### config.mk
export PLATFORM = sky130hd
export DESIGN_NAME = pkg_idle_resolver
export DESIGN_NICKNAME = d
export VERILOG_FILES = /design/src/rtl/psr_pkg.sv /design/src/rtl/psr_min_reduce.sv /design/src/rtl/psr_wake_decode.sv /design/src/rtl/psr_sequencer.sv /design/src/rtl/pkg_idle_resolver.sv
export SDC_FILE = /design/constraint.sdc
export NUM_CORES = 1
export LEC_CHECK = 0
export BUFFER_PORTS_ARGS = -buffer_cell sky130_fd_sc_hd__buf_4
export CAP_MARGIN = 30
export CORE_UTILIZATION = 54
export CTS_CLUSTER_DIAMETER = 30
export CTS_CLUSTER_SIZE = 40
export DETAILED_ROUTE_END_ITERATION = 7
export PLACE_DENSITY = 0.79
export SYNTH_ARGS = -nofsm -noshare
export SYNTH_HDL_FRONTEND = slang
export SYNTH_SLANG_ARGS = --single-unit
### constraint.sdc
create_clock -name clk -period 5.4 [get_ports clk]
set_input_delay 0.27 -clock clk [delete_from_list [all_inputs] [get_ports clk]]
set_output_delay 0.27 -clock clk [all_outputs]
set_load 0.005 [all_outputs]
### src/rtl/psr_pkg.sv
`timescale 1ns/1ps
package psr_pkg;

    typedef enum logic [2:0] {
        PS_C0  = 3'd0,
        PS_C1  = 3'd1,
        PS_C1E = 3'd2,
        PS_C2  = 3'd3,
        PS_C3  = 3'd4,
        PS_C6  = 3'd5
    } pstate_e;

    typedef enum logic [1:0] {
        SQ_TRACK,
        SQ_INTERIM,
        SQ_SERVICE,
        SQ_AWAKE
    } seq_e;

    localparam int CODE_W = 3;

    // Codes beyond the deepest state saturate to C6.
    function automatic pstate_e to_state(logic [CODE_W-1:0] code);
        return (code > 3'd5) ? PS_C6 : pstate_e'(code);
    endfunction

endpackage

### src/rtl/psr_min_reduce.sv
`timescale 1ns/1ps
module psr_min_reduce
    import psr_pkg::*;
#(
    parameter int N_CORES = 4
) (
    input  logic [N_CORES*CODE_W-1:0] req_raw,
    output logic [N_CORES*CODE_W-1:0] req_clamped,
    output logic [CODE_W-1:0]         min_req,
    output logic                      all_deep
);

    genvar g;
    generate
        for (g = 0; g < N_CORES; g++) begin : g_clamp
            assign req_clamped[g*CODE_W +: CODE_W] = to_state(req_raw[g*CODE_W +: CODE_W]);
        end
    endgenerate

    always_comb begin
        min_req = PS_C6;
        for (int i = 0; i < N_CORES; i++) begin
            if (req_clamped[i*CODE_W +: CODE_W] < min_req)
                min_req = req_clamped[i*CODE_W +: CODE_W];
        end
        all_deep = (min_req >= PS_C3);
    end

endmodule

### src/rtl/psr_wake_decode.sv
`timescale 1ns/1ps
module psr_wake_decode #(
    parameter int N_CORES   = 4,
    parameter int CORE_ID_W = (N_CORES > 1) ? $clog2(N_CORES) : 1
) (
    input  logic                 clk,
    input  logic                 rst_n,
    input  logic                 brk_core_valid,
    input  logic [CORE_ID_W-1:0] brk_core_id,
    output logic [N_CORES-1:0]   wake_core
);

    genvar g;
    generate
        for (g = 0; g < N_CORES; g++) begin : g_wake
            always_ff @(posedge clk) begin
                if (!rst_n) wake_core[g] <= 1'b0;
                else        wake_core[g] <= brk_core_valid && (brk_core_id == CORE_ID_W'(g));
            end
        end
    endgenerate

endmodule

### src/rtl/psr_sequencer.sv
`timescale 1ns/1ps
module psr_sequencer
    import psr_pkg::*;
#(
    parameter int N_CORES   = 4,
    parameter int CORE_ID_W = (N_CORES > 1) ? $clog2(N_CORES) : 1
) (
    input  logic                      clk,
    input  logic                      rst_n,
    input  logic [CODE_W-1:0]         min_req,
    input  logic                      all_deep,
    input  logic [N_CORES*CODE_W-1:0] req_clamped,
    input  logic [CODE_W-1:0]         plat_limit,
    input  logic                      brk_core_valid,
    input  logic                      brk_core_masked,
    input  logic [CORE_ID_W-1:0]      brk_core_id,
    input  logic                      brk_mem_valid,
    input  logic                      plat_hold,
    output logic [CODE_W-1:0]         pkg_state,
    output logic                      coord_req,
    output logic                      exec_allowed
);

    seq_e                 seq_q, seq_d;
    pstate_e              pkg_q, pkg_d;
    pstate_e              saved_q, saved_d;
    pstate_e              dest_q, dest_d;
    logic [CORE_ID_W-1:0] id_q, id_d;
    logic                 coord_q, coord_d;
    logic                 ea_q, ea_d;

    pstate_e target;
    pstate_e goal;
    logic    take_goal;
    logic    hard_wake;
    logic    woken_idle;

    always_comb begin
        target     = (to_state(min_req) < to_state(plat_limit)) ? to_state(min_req)
                                                                 : to_state(plat_limit);
        hard_wake  = brk_core_valid && !brk_core_masked;
        woken_idle = (req_clamped[int'(id_q)*CODE_W +: CODE_W] == PS_C0);
    end

    // Next-state and next-output logic.
    always_comb begin
        seq_d     = seq_q;
        pkg_d     = pkg_q;
        saved_d   = saved_q;
        dest_d    = dest_q;
        id_d      = id_q;
        goal      = target;
        take_goal = 1'b0;
        unique case (seq_q)
            SQ_TRACK, SQ_INTERIM: begin
                if (hard_wake) begin
                    seq_d = SQ_AWAKE;
                    pkg_d = PS_C0;
                    id_d  = brk_core_id;
                end else if (brk_core_valid || brk_mem_valid) begin
                    seq_d   = SQ_SERVICE;
                    pkg_d   = PS_C0;
                    saved_d = pkg_q;
                end else if (seq_q == SQ_INTERIM) begin
                    seq_d = SQ_TRACK;
                    pkg_d = dest_q;
                end else begin
                    take_goal = 1'b1;
                end
            end
            SQ_SERVICE: begin
                if (hard_wake) begin
                    seq_d = SQ_AWAKE;
                    id_d  = brk_core_id;
                end else if (!brk_mem_valid && !plat_hold) begin
                    goal      = saved_q;
                    take_goal = 1'b1;
                end
            end
            SQ_AWAKE: begin
                if (hard_wake) id_d = brk_core_id;
                else if (woken_idle) seq_d = SQ_TRACK;
            end
        endcase
        if (take_goal) begin
            if (goal >= PS_C3 && pkg_q <= PS_C1E) begin
                seq_d  = SQ_INTERIM;
                pkg_d  = PS_C2;
                dest_d = goal;
            end else begin
                seq_d = SQ_TRACK;
                pkg_d = goal;
            end
        end
        coord_d = all_deep && (seq_d == SQ_TRACK || seq_d == SQ_INTERIM);
        ea_d    = !all_deep;
    end

    // State register.
    always_ff @(posedge clk) begin
        if (!rst_n) begin
            seq_q   <= SQ_TRACK;
            pkg_q   <= PS_C0;
            saved_q <= PS_C0;
            dest_q  <= PS_C0;
            id_q    <= '0;
            coord_q <= 1'b0;
            ea_q    <= 1'b1;
        end else begin
            seq_q   <= seq_d;
            pkg_q   <= pkg_d;
            saved_q <= saved_d;
            dest_q  <= dest_d;
            id_q    <= id_d;
            coord_q <= coord_d;
            ea_q    <= ea_d;
        end
    end

    assign pkg_state    = pkg_q;
    assign coord_req    = coord_q;
    assign exec_allowed = ea_q;

endmodule

### src/rtl/pkg_idle_resolver.sv
`timescale 1ns/1ps
module pkg_idle_resolver
    import psr_pkg::*;
#(
    parameter int N_CORES   = 4,
    parameter int CORE_ID_W = (N_CORES > 1) ? $clog2(N_CORES) : 1
) (
    input  logic                      clk,
    input  logic                      rst_n,
    input  logic [N_CORES*3-1:0]      core_req_flat,
    input  logic [2:0]                plat_limit,
    input  logic                      brk_core_valid,
    input  logic                      brk_core_masked,
    input  logic [CORE_ID_W-1:0]      brk_core_id,
    input  logic                      brk_mem_valid,
    input  logic                      plat_hold,
    output logic [2:0]                pkg_state,
    output logic                      coord_req,
    output logic                      exec_allowed,
    output logic [N_CORES-1:0]        wake_core
);

    logic [N_CORES*CODE_W-1:0] req_clamped;
    logic [CODE_W-1:0]         min_req;
    logic                      all_deep;

    psr_min_reduce #(.N_CORES(N_CORES)) u_min (
        .req_raw     (core_req_flat),
        .req_clamped (req_clamped),
        .min_req     (min_req),
        .all_deep    (all_deep)
    );

    psr_sequencer #(.N_CORES(N_CORES), .CORE_ID_W(CORE_ID_W)) u_seq (
        .clk             (clk),
        .rst_n           (rst_n),
        .min_req         (min_req),
        .all_deep        (all_deep),
        .req_clamped     (req_clamped),
        .plat_limit      (plat_limit),
        .brk_core_valid  (brk_core_valid),
        .brk_core_masked (brk_core_masked),
        .brk_core_id     (brk_core_id),
        .brk_mem_valid   (brk_mem_valid),
        .plat_hold       (plat_hold),
        .pkg_state       (pkg_state),
        .coord_req       (coord_req),
        .exec_allowed    (exec_allowed)
    );

    psr_wake_decode #(.N_CORES(N_CORES), .CORE_ID_W(CORE_ID_W)) u_wake (
        .clk            (clk),
        .rst_n          (rst_n),
        .brk_core_valid (brk_core_valid),
        .brk_core_id    (brk_core_id),
        .wake_core      (wake_core)
    );

endmodule

# == After elaboration in Yosys (flattened, before gate mapping) ==
# Cells that the tools add are included.
# classes
multipliers,1
n_lt_le_gt_ge,14
n_eq_ne,8
n_shift,1
n_mux,37
bitwise,1
reduce_logical,25
# ops
operator,count
3-bit two-way mux,20
12-bit by 32-bit variable part select with 3-bit output,1
3-bit greater-than comparator (second input constant),6
2-bit two-way mux,9
3-bit less-than comparator,4
2-bit == test (second input constant),4
1-bit logical AND,8
2-bit by 1-bit == test with 1-bit output (second input constant),3
3-bit >= comparator (second input constant),2
2-bit zero test,3
1-bit two-way mux,6
2-bit case mux with 3 select lines,1
1-bit zero test,4
2-bit by 2-bit multiplier with 4-bit output (second input constant),1
2-bit AND reduction,2
4-bit nonzero test,1
4-bit OR reduction,1
3-bit by 2-bit less-or-equal comparator with 1-bit output (second input constant),1
3-bit zero test,1
3-bit less-than comparator (second input constant),1
3-bit AND reduction,1
1-bit logical OR,2
2-bit by 1-bit != test with 1-bit output (second input constant),1
1-bit case mux with 2 select lines,1
3 further kinds,3
# word_totals
regBits,19
input_bits,23
output_inout_bits,9
word_cells,98

# == Depth between registers and ports, before layout ==
# depth
word_depth,24
depth_mapped,26
mapped_depth_nobuf,26

# == By module ==
# Synthesis repeated with hierarchy kept, for this count alone.
# hier_totals
hier_cells,173
area_unflattened_um2,1505.2
# modules_own_cells
mod,instances,cells_per_inst,area_each_um2,seq_area_each_um2
psr_sequencer,1,107,924.6,300.3
psr_min_reduce,1,58,455.4,0.0
psr_wake_decode,1,8,125.1,80.1

# == Worst setup path after synthesis ==
# Ideal clock, no wire load.
# synth_timing
path_kind,input to register
from,in core_req_flat[5]
to,reg u_seq.dest_q[1]
setup_ns,0.074
arrival_time_ns,4.548
required_time_ns,5.326
path_slack_ns,0.778
path_stages,25
n_path_buf,1
cell_sequence,clkbuf_1 -> ha_1 -> nand2b_1 -> and2_1 -> a21o_1 -> and2_1 -> ha_1 -> nor2b_1 -> inv_1 -> o2111a_1 -> a31o_1 -> ha_1 -> nand2b_1 -> a2111oi_1 -> or2_2 -> mux2i_1 -> inv_1 -> ha_1 -> o21ba_2 -> o21bai_1 -> a211oi_1 -> a21oi_1 -> o211ai_1 -> nand3_1 -> a31oi_1
# synth_between
elab_chain_cells,18
# synth_rtl
item,line,source
start: declaration,pkg_idle_resolver.sv:10,"input logic [N_CORES*3-1:0] core_req_flat,"
3-bit greater-than comparator,psr_pkg.sv:24,return (code > 3'd5) ? PS_C6 : pstate_e'(code);
3-bit two-way mux (*),psr_pkg.sv:24,
3-bit less-than comparator,psr_min_reduce.sv:23,if (req_clamped[i*CODE_W +: CODE_W] < min_req)
3-bit two-way mux (*),psr_min_reduce.sv:23,
3-bit less-than comparator,psr_min_reduce.sv:23,
3-bit two-way mux (*),psr_min_reduce.sv:23,
3-bit less-than comparator,psr_min_reduce.sv:23,
3-bit two-way mux (*),psr_min_reduce.sv:23,
[... 2 more ...],-,
3-bit less-than comparator,psr_sequencer.sv:39,target = (to_state(min_req) < to_state(plat_limit)) ? to_state(min_req)
3-bit two-way mux (*),psr_sequencer.sv:39,
3-bit two-way mux,psr_sequencer.sv:75,end else if (!brk_mem_valid && !plat_hold) begin
3-bit two-way mux,psr_sequencer.sv:72,if (hard_wake) begin
3-bit two-way mux (*),psr_sequencer.sv:54,unique case (seq_q)
3-bit >= comparator,psr_sequencer.sv:86,if (goal >= PS_C3 && pkg_q <= PS_C1E) begin
1-bit logical AND,psr_sequencer.sv:86,
2-bit AND reduction (no line),-,
end signal: assignment,psr_sequencer.sv:113,dest_q <= dest_d;
end: declaration,psr_sequencer.sv:27,"pstate_e dest_q, dest_d;"
# Every way passes the cells marked *; elsewhere a longest branch is shown, timed or not.
# A chain may end at the register's enable or synchronous reset.

# == Final worst setup path ==
# layout_timing
from,in core_req_flat[2]
to,"reg u_seq.pkg_q[1], in the netlist u_seq.pkg_state[1]"
# layout_between
elab_chain_cells,21
# layout_rtl
item,line,source
3-bit greater-than comparator,psr_pkg.sv:24,
3-bit two-way mux (*),psr_pkg.sv:24,
3-bit less-than comparator,psr_min_reduce.sv:23,
3-bit two-way mux (*),psr_min_reduce.sv:23,
3-bit less-than comparator,psr_min_reduce.sv:23,
3-bit two-way mux (*),psr_min_reduce.sv:23,
3-bit less-than comparator,psr_min_reduce.sv:23,
3-bit two-way mux (*),psr_min_reduce.sv:23,
[... 5 more ...],-,
3-bit two-way mux (*),psr_sequencer.sv:39,
3-bit two-way mux,psr_sequencer.sv:75,
3-bit two-way mux,psr_sequencer.sv:72,
3-bit two-way mux (*),psr_sequencer.sv:54,
3-bit >= comparator,psr_sequencer.sv:86,
1-bit logical AND,psr_sequencer.sv:86,
3-bit two-way mux (*),psr_sequencer.sv:86,
3-bit two-way mux (*),psr_sequencer.sv:85,if (take_goal) begin
end signal: assignment,psr_sequencer.sv:111,pkg_q <= pkg_d;
end: declaration,psr_sequencer.sv:25,"pstate_e pkg_q, pkg_d;"
# Marks and branches as above.

==> impl_metrics.json <==
{
  "grt_setup_unrepaired": "false",
  "swShare_pct": 33.59,
  "ant_nets": 0,
  "areaGrowthSynthToFinish_pct": 17.08,
  "arrival_ns": 5.20,
  "grt_pass1_wl_um": 4981,
  "drive_gt1_share_pct": 23.33,
  "crit_path_end_kind": "flop",
  "hp-class": "input pin to flop",
  "ctsResizeCount": 0,
  "p_comb_share_pct": 37.6,
  "pwr-share-clk_pct": 20.2,
  "holdPathStages": 2,
  "status": "finished clean",
  "fin_crit_sh_pct": 91.92,
  "routed_wl_um": 3227,
  "async_flop_share_pct": 0,
  "reg2reg_to": "u_seq.pkg_state[1]$_SDFFE_PN0P_",
  "r2r_setup_slack_ns": 3.19,
  "cts_tree": "yes",
  "core-area_sq_um": 2567,
  "fmaxAchievable_mhz": 201.5,
  "min_period_ns": 4.964,
  "synth.cell_area_sq_um": 1509,
  "h-tree-depth": 1,
  "drcViolationCount": 0,
  "ff2ff_path_depth": 7,
  "postCtsHoldBufs": 0,
  "place_ws_ns": 0.1444,
  "hold_end": "u_wake.wake_core[0]$_SDFF_PN0_",
  "finalMaxSlewViolations": 0,
  "critPathRequiredTime_ns": 5.63,
  "netSwitchingPower_uw": 122.2,
  "worstMarginPinSlew_ns": 0.5851,
  "clk_pin_slew_ns": 0.11,
  "synth-edff-count": 0,
  "skew_ns": 0.008301,
  "worstSetupStartpoint": "core_req_flat[2]",
  "portBuffers": 31,
  "synth_cell_types": 51,
  "avgViaCountPerCell": 5.946,
  "grt_use_total_pct": 22.98,
  "first_global_vias": 1295,
  "clock_path_buffers": 2,
  "synthFlopType": "dfxtp_1",
  "place.gp.congestion": 0.8407,
  "ys_ff_latch": 19,
  "design.portCount": 32,
  "start_kind": "input pin",
  "syn_avg_cell_area_sq_um": 8.246,
  "antenna_found_initial": 0,
  "grt_max_degree": 12,
  "grt.overflow.total": 0,
  "max_cap_violations": 0,
  "cts-root-buf": "clkbuf_4",
  "num_antenna_cells": 0,
  "power_leakage_nw": 0.7679,
  "worst_slack_ns": 0.4362,
  "yosysSeqAreaShare_pct": 25.21,
  "numCtsBuffers": 3,
  "seq_power_share_pct": 42.2,
  "setup_tns_ns": 0,
  "ys_warn_count": 0,
  "drtIter0Drc": 32,
  "relSlewSlack_pct": 60.44,
  "crit_fanout": 4,
  "wl_per_cell_um": 13.45,
  "syn-num-nets": 218,
  "critPathKind": "input pin to flop",
  "floorplan.initialDensity_pct": 58.77,
  "r2r_start": "u_seq.seq_q[0]$_SDFF_PN0_",
  "die-area_sq_um": 3010,
  "rows": 18,
  "hold_viol_final": 0,
  "internal_power_uw": 241.7,
  "hpwlAfterDp_um": 2686,
  "p_per_area_nw_per_um2": 206.0,
  "clk_latency_ns": 0.31,
  "synth_cells": 183,
  "finalNetCount": 246,
  "die_w_um": 54.86,
  "min_from": "brk_core_id[1]",
  "peakVddDrop_mv": 0.2348,
  "clock-sinks": 19,
  "cts_setup_buffers": 0,
  "finalSetupViolCount": 0,
  "die_h_um": 54.86,
  "vias": 1427,
  "drt-pass1-iter-count": 4
}
## synth_stat cells, types with 3 or more instances
cell type / number / area share [%]
dfxtp_1: 19 / 25
nor2_1: 17 / 4.2
a21oi_1: 14 / 4.6
nand2_1: 14 / 3.5
ha_1: 12 / 9.9
inv_1: 11 / 2.7
a21o_1: 7 / 3.5
nand2b_1: 6 / 2.5
clkbuf_1: 5 / 1.2
mux2i_1: 5 / 3.3
nor2b_1: 5 / 2.1
a211oi_1: 4 / 2.0
a31oi_1: 4 / 1.7
nand3_1: 4 / 1.3
and2_1: 3 / 1.2
buf_6: 3 / 2.2
nor3_1: 3 / 0.99
nor3b_1: 3 / 1.5
o211ai_1: 3 / 1.5
o21a_1: 3 / 1.5
o21ai_0: 3 / 0.99
## cell type report
type	instances	area (sq um)
clock buffer	3	22.52
fill	218	800.8
clock inverter	1	5.005
timing repair buffer	31	232.7
tap	30	37.54
sequential	19	380.4
multi-input combinational	145	1047
inverter	11	41.29
## power groups by stage
| stage | Clock, mW | Combinational (mW) | Sequential, mW |
|---|---|---|---|
| 6_report | 0.0737 | 0.137 | 0.154 |
| 5_1_grt | 0.0827 | 0.153 | 0.155 |
| 4_1_cts | 0.0763 | 0.135 | 0.154 |
| 3_5_place_dp | 0 | 0.134 | 0.157 |
| 3_3_place_gp | 0 | 0.128 | 0.157 |
| 2_1_floorplan | 0 | 0.0961 | 0.155 |
## cell families after synthesis
group	count (synthesis)	share of synthesized area, %
simple gates	69	25.87
compound gates	58	27.94
buf+inv	19	6.219
flops	19	25.21
fa+ha+maj	12	9.950
mux	6	4.809
## critical path, cell delays in order
cell,delay [ns]
buf_4,0.13
inv_1,0.08
nand2_1,0.09
ha_1,0.30
nor2b_1,0.13
o21ai_0,0.12
a21o_1,0.23
and2_1,0.17
ha_1,0.29
nor2b_1,0.19
o311ai_1,0.15
o2111a_1,0.17
a31o_1,0.23
ha_1,0.22
nand2b_1,0.18
o32ai_2,0.28
or2_2,0.19
mux2i_1,0.23
inv_1,0.09
ha_1,0.31
o21ba_2,0.27
o21bai_1,0.10
a211oi_1,0.24
a21oi_1,0.11
o211ai_1,0.12
nand3_1,0.11
a31oi_1,0.18
## worst max-delay path by stage
stage / end / slack (ns) / depth (start not counted)
2_1_floorplan: u_seq.dest_q[1]$_SDFFE_PN0P_ / 0.78 / 25
3_3_place_gp: u_seq.dest_q[1]$_SDFFE_PN0P_ / 0.47 / 27
3_5_place_dp: u_seq.pkg_state[1]$_SDFFE_PN0P_ / 0.14 / 27
4_1_cts: u_seq.pkg_state[1]$_SDFFE_PN0P_ / 0.43 / 27
5_1_grt: u_seq.pkg_state[1]$_SDFFE_PN0P_ / 0.03 / 27
6_report: u_seq.pkg_state[1]$_SDFFE_PN0P_ / 0.44 / 27
## placed cells by master (no fill, tap or decap), types with 4 or more instances in the layout
master,instances
nand2b_1,6
ha_1,12
inv_1,11
nand3_1,4
buf_4,31
nor2b_1,5
a31oi_1,4
mux2i_1,5
a21o_1,7
dfxtp_1,19
a21oi_1,14
nand2_1,14
a211oi_1,4
nor2_1,17
## stage by stage
stage	std cells	hold slack (ns)	area (sq um)	power, mW	util (%)
final	240	0.1384	1767	0.3639	68.81
after global routing	240	0.1186	1767	0.3907	68.81
after CTS	240	0.1305	1754	0.3647	68.32
after detailed placement	236	0.4699	1727	0.2910	67.25
after global placement	236	0.4543	1727	0.2845	67.25
after floorplan	183	0.3458	1509	0.2509	-
## metal layers
layer | track usage (%) | up-vias | share of wire [%]
li1 | - | 728 | -
met1 | 24.96 | 652 | 44
met2 | 43.37 | 43 | 49
met3 | 6.667 | 4 | 7.0
met4 | 4.274 | 0 | 0.77
met5 | 0 | - | 0
## sequential cells by signal, summed over array words and instances (netlist names)
name	flops
u_seq.id_q	2
u_seq.exec_allowed	1
u_seq.saved_q	3
u_seq.coord_req	1
u_seq.seq_q	2
u_seq.pkg_state	3
u_seq.dest_q	3
u_wake.wake_core	4
(Power assumes the default switching activity.)
